--- src/rtl/rsc_pkg.sv ---
package rsc_pkg;

    localparam int REG_W = 8;

    // bit positions
    localparam int B_GIE  = 7;
    localparam int B_WDR  = 5;
    localparam int B_COLD = 4;
    localparam int B_SLP  = 3;
    localparam int B_HALT = 0;

    typedef enum logic [1:0] {
        RK_NONE = 2'd0,
        RK_COLD = 2'd1,
        RK_WDOG = 2'd2
    } rst_kind_e;

    typedef struct packed {
        logic             hit;
        logic [REG_W-1:0] data;
    } wr_req_t;

    typedef struct packed {
        logic gie;
        logic wdr_flag;
        logic cold_flag;
        logic slp;
        logic halt;
    } fields_t;

    function automatic rst_kind_e classify(logic por, logic xr, logic wd);
        if (por || xr) return RK_COLD;
        if (wd)        return RK_WDOG;
        return RK_NONE;
    endfunction

    function automatic logic [REG_W-1:0] pack_fields(fields_t f);
        logic [REG_W-1:0] v;
        v         = '0;
        v[B_GIE]  = f.gie;
        v[B_WDR]  = f.wdr_flag;
        v[B_COLD] = f.cold_flag;
        v[B_SLP]  = f.slp;
        v[B_HALT] = f.halt;
        return v;
    endfunction

endpackage

--- src/rtl/rsc_cause.sv ---
module rsc_cause
    import rsc_pkg::*;
(
    input  logic      clk,
    input  rst_kind_e kind_i,
    input  wr_req_t   wr_i,
    output logic      wdr_flag_o,
    output logic      cold_flag_o
);

    logic wdr_q, cold_q;

    always_ff @(posedge clk) begin
        case (kind_i)
            RK_COLD: begin
                wdr_q  <= 1'b0;
                cold_q <= 1'b1;
            end
            RK_WDOG: begin
                wdr_q  <= 1'b1;
                cold_q <= 1'b0;
            end
            default: begin
                if (wr_i.hit) begin
                    if (!wr_i.data[B_WDR])  wdr_q  <= 1'b0;
                    if (!wr_i.data[B_COLD]) cold_q <= 1'b0;
                end
            end
        endcase
    end

    assign wdr_flag_o  = wdr_q;
    assign cold_flag_o = cold_q;


    wdr_no_sw_set_chk: assert property (@(posedge clk)
        disable iff (kind_i != RK_NONE) !wdr_q |=> !wdr_q);


    cold_no_sw_set_chk: assert property (@(posedge clk)
        disable iff (kind_i == RK_COLD) !cold_q |=> !cold_q);

endmodule

--- src/rtl/rsc_sleep.sv ---
module rsc_sleep
    import rsc_pkg::*;
(
    input  logic      clk,
    input  rst_kind_e kind_i,
    input  wr_req_t   wr_i,
    input  logic      irq_at_boundary_i,
    input  logic      irq_en_i,
    input  logic      sleep_done_i,
    output logic      slp_o
);

    logic slp_q, released_q, held_irq_q;
    logic set_ok, wake;

    assign set_ok = wr_i.hit && wr_i.data[B_SLP] && !irq_at_boundary_i;
    assign wake   = released_q && (held_irq_q || irq_en_i);

    always_ff @(posedge clk) begin
        if (kind_i != RK_NONE) begin
            slp_q      <= 1'b0;
            released_q <= 1'b0;
            held_irq_q <= 1'b0;
        end else if (!slp_q) begin
            if (set_ok) slp_q <= 1'b1;
            released_q <= 1'b0;
            held_irq_q <= 1'b0;
        end else if (wake) begin
            slp_q      <= 1'b0;
            released_q <= 1'b0;
            held_irq_q <= 1'b0;
        end else begin
            if (sleep_done_i) released_q <= 1'b1;
            if (irq_en_i)     held_irq_q <= 1'b1;
        end
    end

    assign slp_o = slp_q;


    interlock_hold_chk: assert property (@(posedge clk)
        disable iff (kind_i != RK_NONE) (slp_q && !released_q) |=> slp_q);


    released_wake_chk: assert property (@(posedge clk)
        disable iff (kind_i != RK_NONE) (slp_q && released_q && irq_en_i) |=> !slp_q);


    blocked_write_chk: assert property (@(posedge clk)
        disable iff (kind_i != RK_NONE) (!slp_q && irq_at_boundary_i) |=> !slp_q);


    held_only_in_sleep_chk: assert property (@(posedge clk)
        disable iff (kind_i != RK_NONE) held_irq_q |-> slp_q);

endmodule

--- src/rtl/rsc_halt.sv ---
module rsc_halt
    import rsc_pkg::*;
(
    input  logic      clk,
    input  rst_kind_e kind_i,
    input  wr_req_t   wr_i,
    output logic      halt_o
);

    logic halt_q;

    always_ff @(posedge clk) begin
        if (kind_i != RK_NONE)  halt_q <= 1'b0;
        else if (wr_i.hit)      halt_q <= wr_i.data[B_HALT];
    end

    assign halt_o = halt_q;


    halt_wdog_clear_chk: assert property (@(posedge clk)
        disable iff (kind_i == RK_COLD) (kind_i == RK_WDOG) |=> !halt_q);


    halt_idle_stable_chk: assert property (@(posedge clk)
        disable iff (kind_i != RK_NONE) !wr_i.hit |=> $stable(halt_q));

endmodule

--- src/rtl/sys_status_ctl.sv ---
module sys_status_ctl
    import rsc_pkg::*;
(
    input  logic             clk,
    input  logic             por_i,
    input  logic             xrst_i,
    input  logic             wdr_i,
    input  logic             sel_i,
    input  logic             wr_i,
    input  logic [REG_W-1:0] wdata_i,
    output logic [REG_W-1:0] rdata_o,
    input  logic             gie_i,
    input  logic             irq_at_boundary_i,
    input  logic             irq_en_i,
    input  logic             sleep_done_i,
    output logic             sleep_req_o,
    output logic             wdt_en_o,
    output logic             halt_o
);

    rst_kind_e kind;
    wr_req_t   wr;
    fields_t   fld;
    logic      wdr_flag, cold_flag, slp, halt;

    assign kind    = classify(por_i, xrst_i, wdr_i);
    assign wr.hit  = sel_i && wr_i;
    assign wr.data = wdata_i;

    rsc_cause u_cause (
        .clk         (clk),
        .kind_i      (kind),
        .wr_i        (wr),
        .wdr_flag_o  (wdr_flag),
        .cold_flag_o (cold_flag)
    );

    rsc_sleep u_sleep (
        .clk               (clk),
        .kind_i            (kind),
        .wr_i              (wr),
        .irq_at_boundary_i (irq_at_boundary_i),
        .irq_en_i          (irq_en_i),
        .sleep_done_i      (sleep_done_i),
        .slp_o             (slp)
    );

    rsc_halt u_halt (
        .clk    (clk),
        .kind_i (kind),
        .wr_i   (wr),
        .halt_o (halt)
    );

    assign fld.gie       = gie_i;
    assign fld.wdr_flag  = wdr_flag;
    assign fld.cold_flag = cold_flag;
    assign fld.slp       = slp;
    assign fld.halt      = halt;

    assign rdata_o     = sel_i ? pack_fields(fld) : '0;
    assign sleep_req_o = slp;
    assign wdt_en_o    = !cold_flag;
    assign halt_o      = halt;


    wdt_sticky_chk: assert property (@(posedge clk)
        disable iff (por_i || xrst_i) wdt_en_o |=> wdt_en_o);


    cold_outputs_chk: assert property (@(posedge clk)
        (por_i || xrst_i) |=> (!wdt_en_o && !sleep_req_o && !halt_o));

endmodule

--- config.mk ---
export PLATFORM = sky130hd
export DESIGN_NAME = sys_status_ctl
export DESIGN_NICKNAME = d
export VERILOG_FILES = /design/src/rtl/rsc_pkg.sv /design/src/rtl/rsc_cause.sv /design/src/rtl/rsc_sleep.sv /design/src/rtl/rsc_halt.sv /design/src/rtl/sys_status_ctl.sv
export SDC_FILE = /design/constraint.sdc
export NUM_CORES = 1
export LEC_CHECK = 0
export BUFFER_PORTS_ARGS = -buffer_cell sky130_fd_sc_hd__buf_2
export CORE_AREA = 8 8 45 47
export CTS_CLUSTER_DIAMETER = 50
export DETAILED_ROUTE_END_ITERATION = 6
export DIE_AREA = 0 0 53 55
export PLACE_DENSITY_LB_ADDON = 0.3
export SYNTH_ARGS = -nofsm -noshare
export SYNTH_HDL_FRONTEND = slang
export SYNTH_SLANG_ARGS = --single-unit
--- constraint.sdc ---
create_clock -name clk -period 1.2 [get_ports clk]
set_input_delay 0.36 -clock clk [delete_from_list [all_inputs] [get_ports clk]]
set_output_delay 0.36 -clock clk [all_outputs]
set_load 0.01 [all_outputs]
==> results of run 1 <==
## what timing repair did
action                                  in CTS  in global routing
gates resized for setup                      1                  5
hold endpoints to repair                     0                  0
pin swaps                                    1                  0
endpoints found under the setup margin       3                  5
setup buffers                                1                  0
gates cloned                                 0                  0
## placed cells by master (no fill, tap or decap), types with 3 or more instances in the layout
cell,instances
and2_1,3
buf_2,19
clkbuf_4,3
conb_1,3
inv_1,3
## critical path, cell delays in order, from the launching register on
cell and delay (ns):
edfxtp_1 0.37, and2_1 0.14, buf_2 0.13
## report_power, final
| part | leakage, µW | internal, µW | total, µW | switching, µW |
|---|---|---|---|---|
| logic | 0.000178 | 37.6 | 74.3 | 36.7 |
| registers | 0.0000542 | 217 | 219 | 1.76 |
| clock network | 0.0000150 | 126 | 203 | 76.4 |
## area by class of cell
class | count | area share
multi-input cells | 26 | 0.346
flip-flops and latches | 6 | 0.280
repair buffers | 23 | 0.260
clock buffers | 4 | 0.0516
well taps | 16 | 0.0393
inverters | 3 | 0.0221
## state kept, by name, indices dropped and copies added, names as in the netlist
name                 flops
u_sleep.held_irq_q       1
u_halt.halt_o            1
u_cause.wdr_flag_o       1
u_sleep.slp_o            1
u_sleep.released_q       1
u_cause.cold_flag_o      1
## routing by layer
metal | part of all wire | wire, µm
met1 | 0.35 | 287
met2 | 0.47 | 384
met3 | 0.17 | 142
met4 | 0 | 0
met5 | 0 | 0
## worst paths after layout
kind                            slack (ns)  cells past startpoint                  to                 from
worst min register to register        0.47                      1  u_sleep.held_irq_q   u_sleep.released_q
worst max register to register        0.20                      2  u_sleep.released_q   u_sleep.released_q
worst max-delay path                 -0.05                      2          rdata_o[4]  u_cause.cold_flag_o
worst min-delay path                  0.35                      3       u_halt.halt_o           wdata_i[0]
## stage by stage
| step | area (µm²) | hold slack, ns | setup slack (ns) | total power, µW |
|---|---|---|---|---|
| 6_report | 509 | 0.355 | -0.0477 | 495 |
| 5_1_grt | 509 | 0.360 | -0.0913 | 525 |
| 4_1_cts | 490 | 0.358 | -0.0577 | 500 |
| 3_5_place_dp | 455 | 0.461 | 0.00459 | 292 |
| 3_3_place_gp | 455 | 0.468 | 0.00796 | 291 |
| 2_1_floorplan | 345 | 0.437 | 0.184 | 259 |
## kinds of logic after synthesis
| kind of cell | count (synthesis) | synth area share |
|---|---|---|
| and+or+nand+nor | 17 | 0.330 |
| AOI/OAI and AO/OA | 6 | 0.144 |
| DFF | 6 | 0.415 |
| buffers and inverters | 6 | 0.100 |
| other | 1 | 0.0111 |
## Yosys cell counts
library cell  count
nor2_1            2
o21ai_0           2
a21oi_1           1
and4b_1           1
buf_4             3
conb_1            1
nor4_2            1
nand2_1           2
and2_1            5
a211oi_2          1
a21bo_2           1
or2_2             1
nand2b_1          1
nor3_1            1
inv_1             3
or3b_1            1
edfxtp_1          2
dfxtp_1           4
or3_4             1
nand3_1           1
o221a_2           1
==> results.ini, run 1 <==
[worst_setup_path]
crit_required_ns = 0.84
end_kind = primary output
worst_ep_arrival_time_ns = 0.89
criticalPathCategory = reg2out
start_kind = flop
cp_max_fo = 2

[timing]
finalSetupTns_ns = -0.0807
layout_setup_ws_ns = -0.0477
rsz0062_at_grt = yes
max_clock_freq_mhz = 801
slew_viol_final = 0
hold_violations = 0
period_minus_slack_ns = 1.25
finalCritPeriodShare = 1.04
finClkSkew_ns = 0.0000150
setup_viol = 2

[cells_and_area]
area_delta_synth_final_pct = 50.7
multi_input_area_um2 = 176
antenna-diode-count = 0
drive_gt1_frac = 0.581
post-route-util = 0.368
fillCellCount = 145
regArea_um2 = 143
final_net_count = 81
layout.cells.non_filler = 78

[power_and_ir_drop]
p_leak_uw = 0.000247
power.density_nw_per_um2 = 973
irDropWorstVdd_mv = 0.332

[placed_design]
place.gp.congestion = 0.732
numPlacedInstances = 73
port_buffers = 21
dp_hpwl_um = 684

[route]
drcViolationCount = 0
vias = 329
drtIter0Drc = 6
totalWireLength_um = 815
drtPass1Iterations = 4
wl_per_cell_um = 10.4
vias_per_cell = 4.22
ant_nets = 0

[die]
core_region_area_um2 = 1380
io_pins = 29
rows = 14
die-height_um = 55
initial_core_util = 0.244
die_width_um = 53
dieArea_um2 = 2920

[clocking]
insertion_delay_ns = 0.24
holdBufCountCts = 0
cts_tree = built
numCtsBuffers = 3
cts.htree.levels = 1
clkTransAtPathRegs_ns = 0.05
clock_sink_count = 6
root_buffer = clkbuf_4
ctsLongestPathBuffers = 2

[yosys]
syn_inst = 36
yosysTopAreaCell = dfxtp_1
ys_ff_latch = 6
yosys-top-cells-area = dfxtp_1, edfxtp_1, and2_1
yosysWarningCount = 0
synth_area_per_cell_um2 = 9.38
synthDistinctLibCells = 21
netlist_area_um2 = 338
synthDominantCellAreaShare = 0.237
synth_seq_area_share = 0.415

[global_route]
top_usage_layer = met4
use_met1 = 0.0550
antenna_found_initial = 0
met3_usage = 0.0214
overflow = 0
grt_use_total = 0.0597
grt_pass1_vias = 325
grt_util_met2 = 0.0859
grt_pass1_wl_um = 1220
grt_max_degree = 10

[flow_run]
cap_violations = 0

[run_status]
violations = setup timing
outcome = finished with violations

[min_path]
hp-class = in2reg

Power figures use the tool's default switching activity.
==> run 2, diff against run 1 <==
--- a/config.mk
+++ b/config.mk
@@ -10,6 +10,7 @@
 export CTS_CLUSTER_DIAMETER = 50
 export DETAILED_ROUTE_END_ITERATION = 6
 export DIE_AREA = 0 0 53 55
+export MAX_ROUTING_LAYER = met4
 export PLACE_DENSITY_LB_ADDON = 0.3
 export SYNTH_ARGS = -nofsm -noshare
 export SYNTH_HDL_FRONTEND = slang
==> run 2 against run 1 <==
Net effect:
- the run still ends with setup timing left
- design area did not move
- die area unchanged
- setup slack is the same
- final cell count stayed put
- count of clock-buffer cells in the layout stayed put
- largest power group unchanged
==> results.ini, run 2 (same netlist as run 1, synthesis figures left out) <==
[route]
vias = 329  ; unchanged
drcViolationCount = 0  ; unchanged
wl_per_cell_um = 10.4  ; unchanged
ant_nets = 0  ; unchanged
drtIter0Drc = 6  ; unchanged
totalWireLength_um = 815  ; unchanged
vias_per_cell = 4.22  ; unchanged
drtPass1Iterations = 4  ; unchanged

[die]
die_width_um = 53  ; unchanged
rows = 14  ; unchanged
die-height_um = 55  ; unchanged
io_pins = 29  ; unchanged
dieArea_um2 = 2920  ; unchanged
initial_core_util = 0.244  ; unchanged
core_region_area_um2 = 1380  ; unchanged

[clocking]
holdBufCountCts = 0  ; unchanged
root_buffer = clkbuf_4
clkTransAtPathRegs_ns = 0.05  ; about the same
clock_sink_count = 6  ; unchanged
cts.htree.levels = 1  ; unchanged
ctsLongestPathBuffers = 2  ; unchanged
numCtsBuffers = 3  ; unchanged
cts_tree = built
insertion_delay_ns = 0.24  ; about the same

[timing]
hold_violations = 0  ; unchanged
period_minus_slack_ns = 1.25  ; unchanged
max_clock_freq_mhz = 801  ; unchanged
rsz0062_at_grt = yes
layout_setup_ws_ns = -0.0477  ; unchanged
setup_viol = 2  ; unchanged
finClkSkew_ns = 0.0000150  ; unchanged
finalCritPeriodShare = 1.04  ; unchanged
slew_viol_final = 0  ; unchanged

[placed_design]
dp_hpwl_um = 684  ; unchanged
numPlacedInstances = 73  ; unchanged
place.gp.congestion = 0.741  ; +1.2%
placed_cell_area_um2 = 455  ; unchanged
port_buffers = 21  ; unchanged

[worst_setup_path]
end_kind = primary output
endpoint = rdata_o[4]
critPathSlowestCell = edfxtp_1
criticalPathCategory = reg2out
startpoint = u_cause.cold_flag_o
rr_startpoint = u_sleep.released_q
crit_required_ns = 0.84  ; about the same
max_stage_delay_ns = 0.37  ; about the same
crit_cells = 2  ; unchanged
worst_ep_arrival_time_ns = 0.89  ; about the same
path_buf_inv = 1  ; unchanged
r2r_cells = 2  ; unchanged
cp_cell_sequence = and2_1, buf_2
cp_top_family = flip-flops
start_kind = flop
regToRegSetupSlack_ns = 0.20  ; about the same
cp_max_fo = 2  ; unchanged
worstReg2RegEnd = u_sleep.released_q

[cells_and_area]
antenna-diode-count = 0  ; unchanged
design_area_um2 = 509  ; unchanged
fillCellCount = 145  ; unchanged
mostFrequentLayoutCells = buf_2, inv_1, and2_1, conb_1, clkbuf_4
final_common_cell = buf_2
drive_gt1_frac = 0.581  ; unchanged
final_net_count = 81  ; unchanged
area_delta_synth_final_pct = 50.7  ; unchanged
layout.cells.non_filler = 78  ; unchanged

[run_status]
violations = setup timing
outcome = finished with violations

[power_and_ir_drop]
clkPwrFrac = 0.409  ; about the same
internal_power_uw = 381  ; about the same
p_comb_frac = 0.150  ; about the same
swShare = 0.232  ; about the same
irDropWorstVdd_mv = 0.332  ; unchanged
pwr-share-seq = 0.441  ; about the same
power_switching_uw = 115  ; about the same
power.density_nw_per_um2 = 973  ; about the same
total_power_uw = 496  ; about the same
p_leak_uw = 0.000247  ; unchanged

[global_route]
grt_pass1_vias = 325  ; unchanged
overflow = 0  ; unchanged
antenna_found_initial = 0  ; unchanged
grt_pass1_wl_um = 1220  ; unchanged
grt_max_degree = 10  ; unchanged
grt_use_total = 0.0615  ; +0.00182

[min_path]
hp-class = in2reg

[flow_run]
cap_violations = 0  ; unchanged

run 2: tightest hold or removal path, stage by stage:
cell and delay (ns):
buf_2 0.10, nand3_1 0.05, a21oi_1 0.05
run 2: area by class of cell:
cell class | count | area (µm²) | share of cell area
Timing Repair Buffer | 23 | 133 | 0.260
Sequential cell | 6 | 143 | 0.280
Multi-Input combinational cell | 26 | 176 | 0.346
Clock buffer | 4 | 26.3 | 0.0516
Tap cell | 16 | 20.0 | 0.0393
Inverter | 3 | 11.3 | 0.0221
run 2: worst min path at each step:
| stage | from | endpoint | slack [ns] | depth (start not counted) |
|---|---|---|---|---|
| after floorplan | u_sleep.released_q | u_sleep.held_irq_q | 0.44 | 1 |
| after global placement | u_sleep.released_q | u_sleep.held_irq_q | 0.47 | 1 |
| after detailed placement | u_sleep.released_q | u_sleep.held_irq_q | 0.46 | 1 |
| after CTS | wdata_i[0] | u_halt.halt_o | 0.36 | 3 |
| after global routing | wdata_i[0] | u_halt.halt_o | 0.36 | 3 |
| final | wdata_i[0] | u_halt.halt_o | 0.35 | 3 |
run 2: metal layers:
layer  up-vias  part of all wire  wire length [µm]  track usage
li1        169                 -                 -            -
met1       143              0.37               301       0.0581
met2        17              0.47               384       0.0859
met3         0              0.16               130       0.0160
met4         0                 0                 0       0.0905
met5         -                 0                 0            -
run 2: power groups by stage:
stage          clock (µW)  combinational (µW)  sequential (µW)
2_1_floorplan           0                36.2              223
3_3_place_gp            0                68.3              223
3_5_place_dp            0                69.4              223
4_1_cts               212                70.1              219
5_1_grt               223                82.7              219
6_report              203                74.3              219
run 2: through the flow:
stage / setup TNS (ns) / hold slack, ns / worst slack [ns] / utilization
global route: -0.168 / 0.360 / -0.0913 / 0.368
floorplan: 0 / 0.437 / 0.184 / -
detailed placement: 0 / 0.461 / 0.00459 / 0.329
finish: -0.0807 / 0.355 / -0.0477 / 0.368
global placement: 0 / 0.468 / 0.00796 / 0.329
CTS: -0.108 / 0.358 / -0.0577 / 0.354
run 2: timing repair:
item | CTS | global route
resized for setup | 1 | 5
pin swaps | 1 | 0
setup endpoints to repair | 3 | 5
hold endpoints to repair | 0 | 0
buffers inserted | 1 | 0
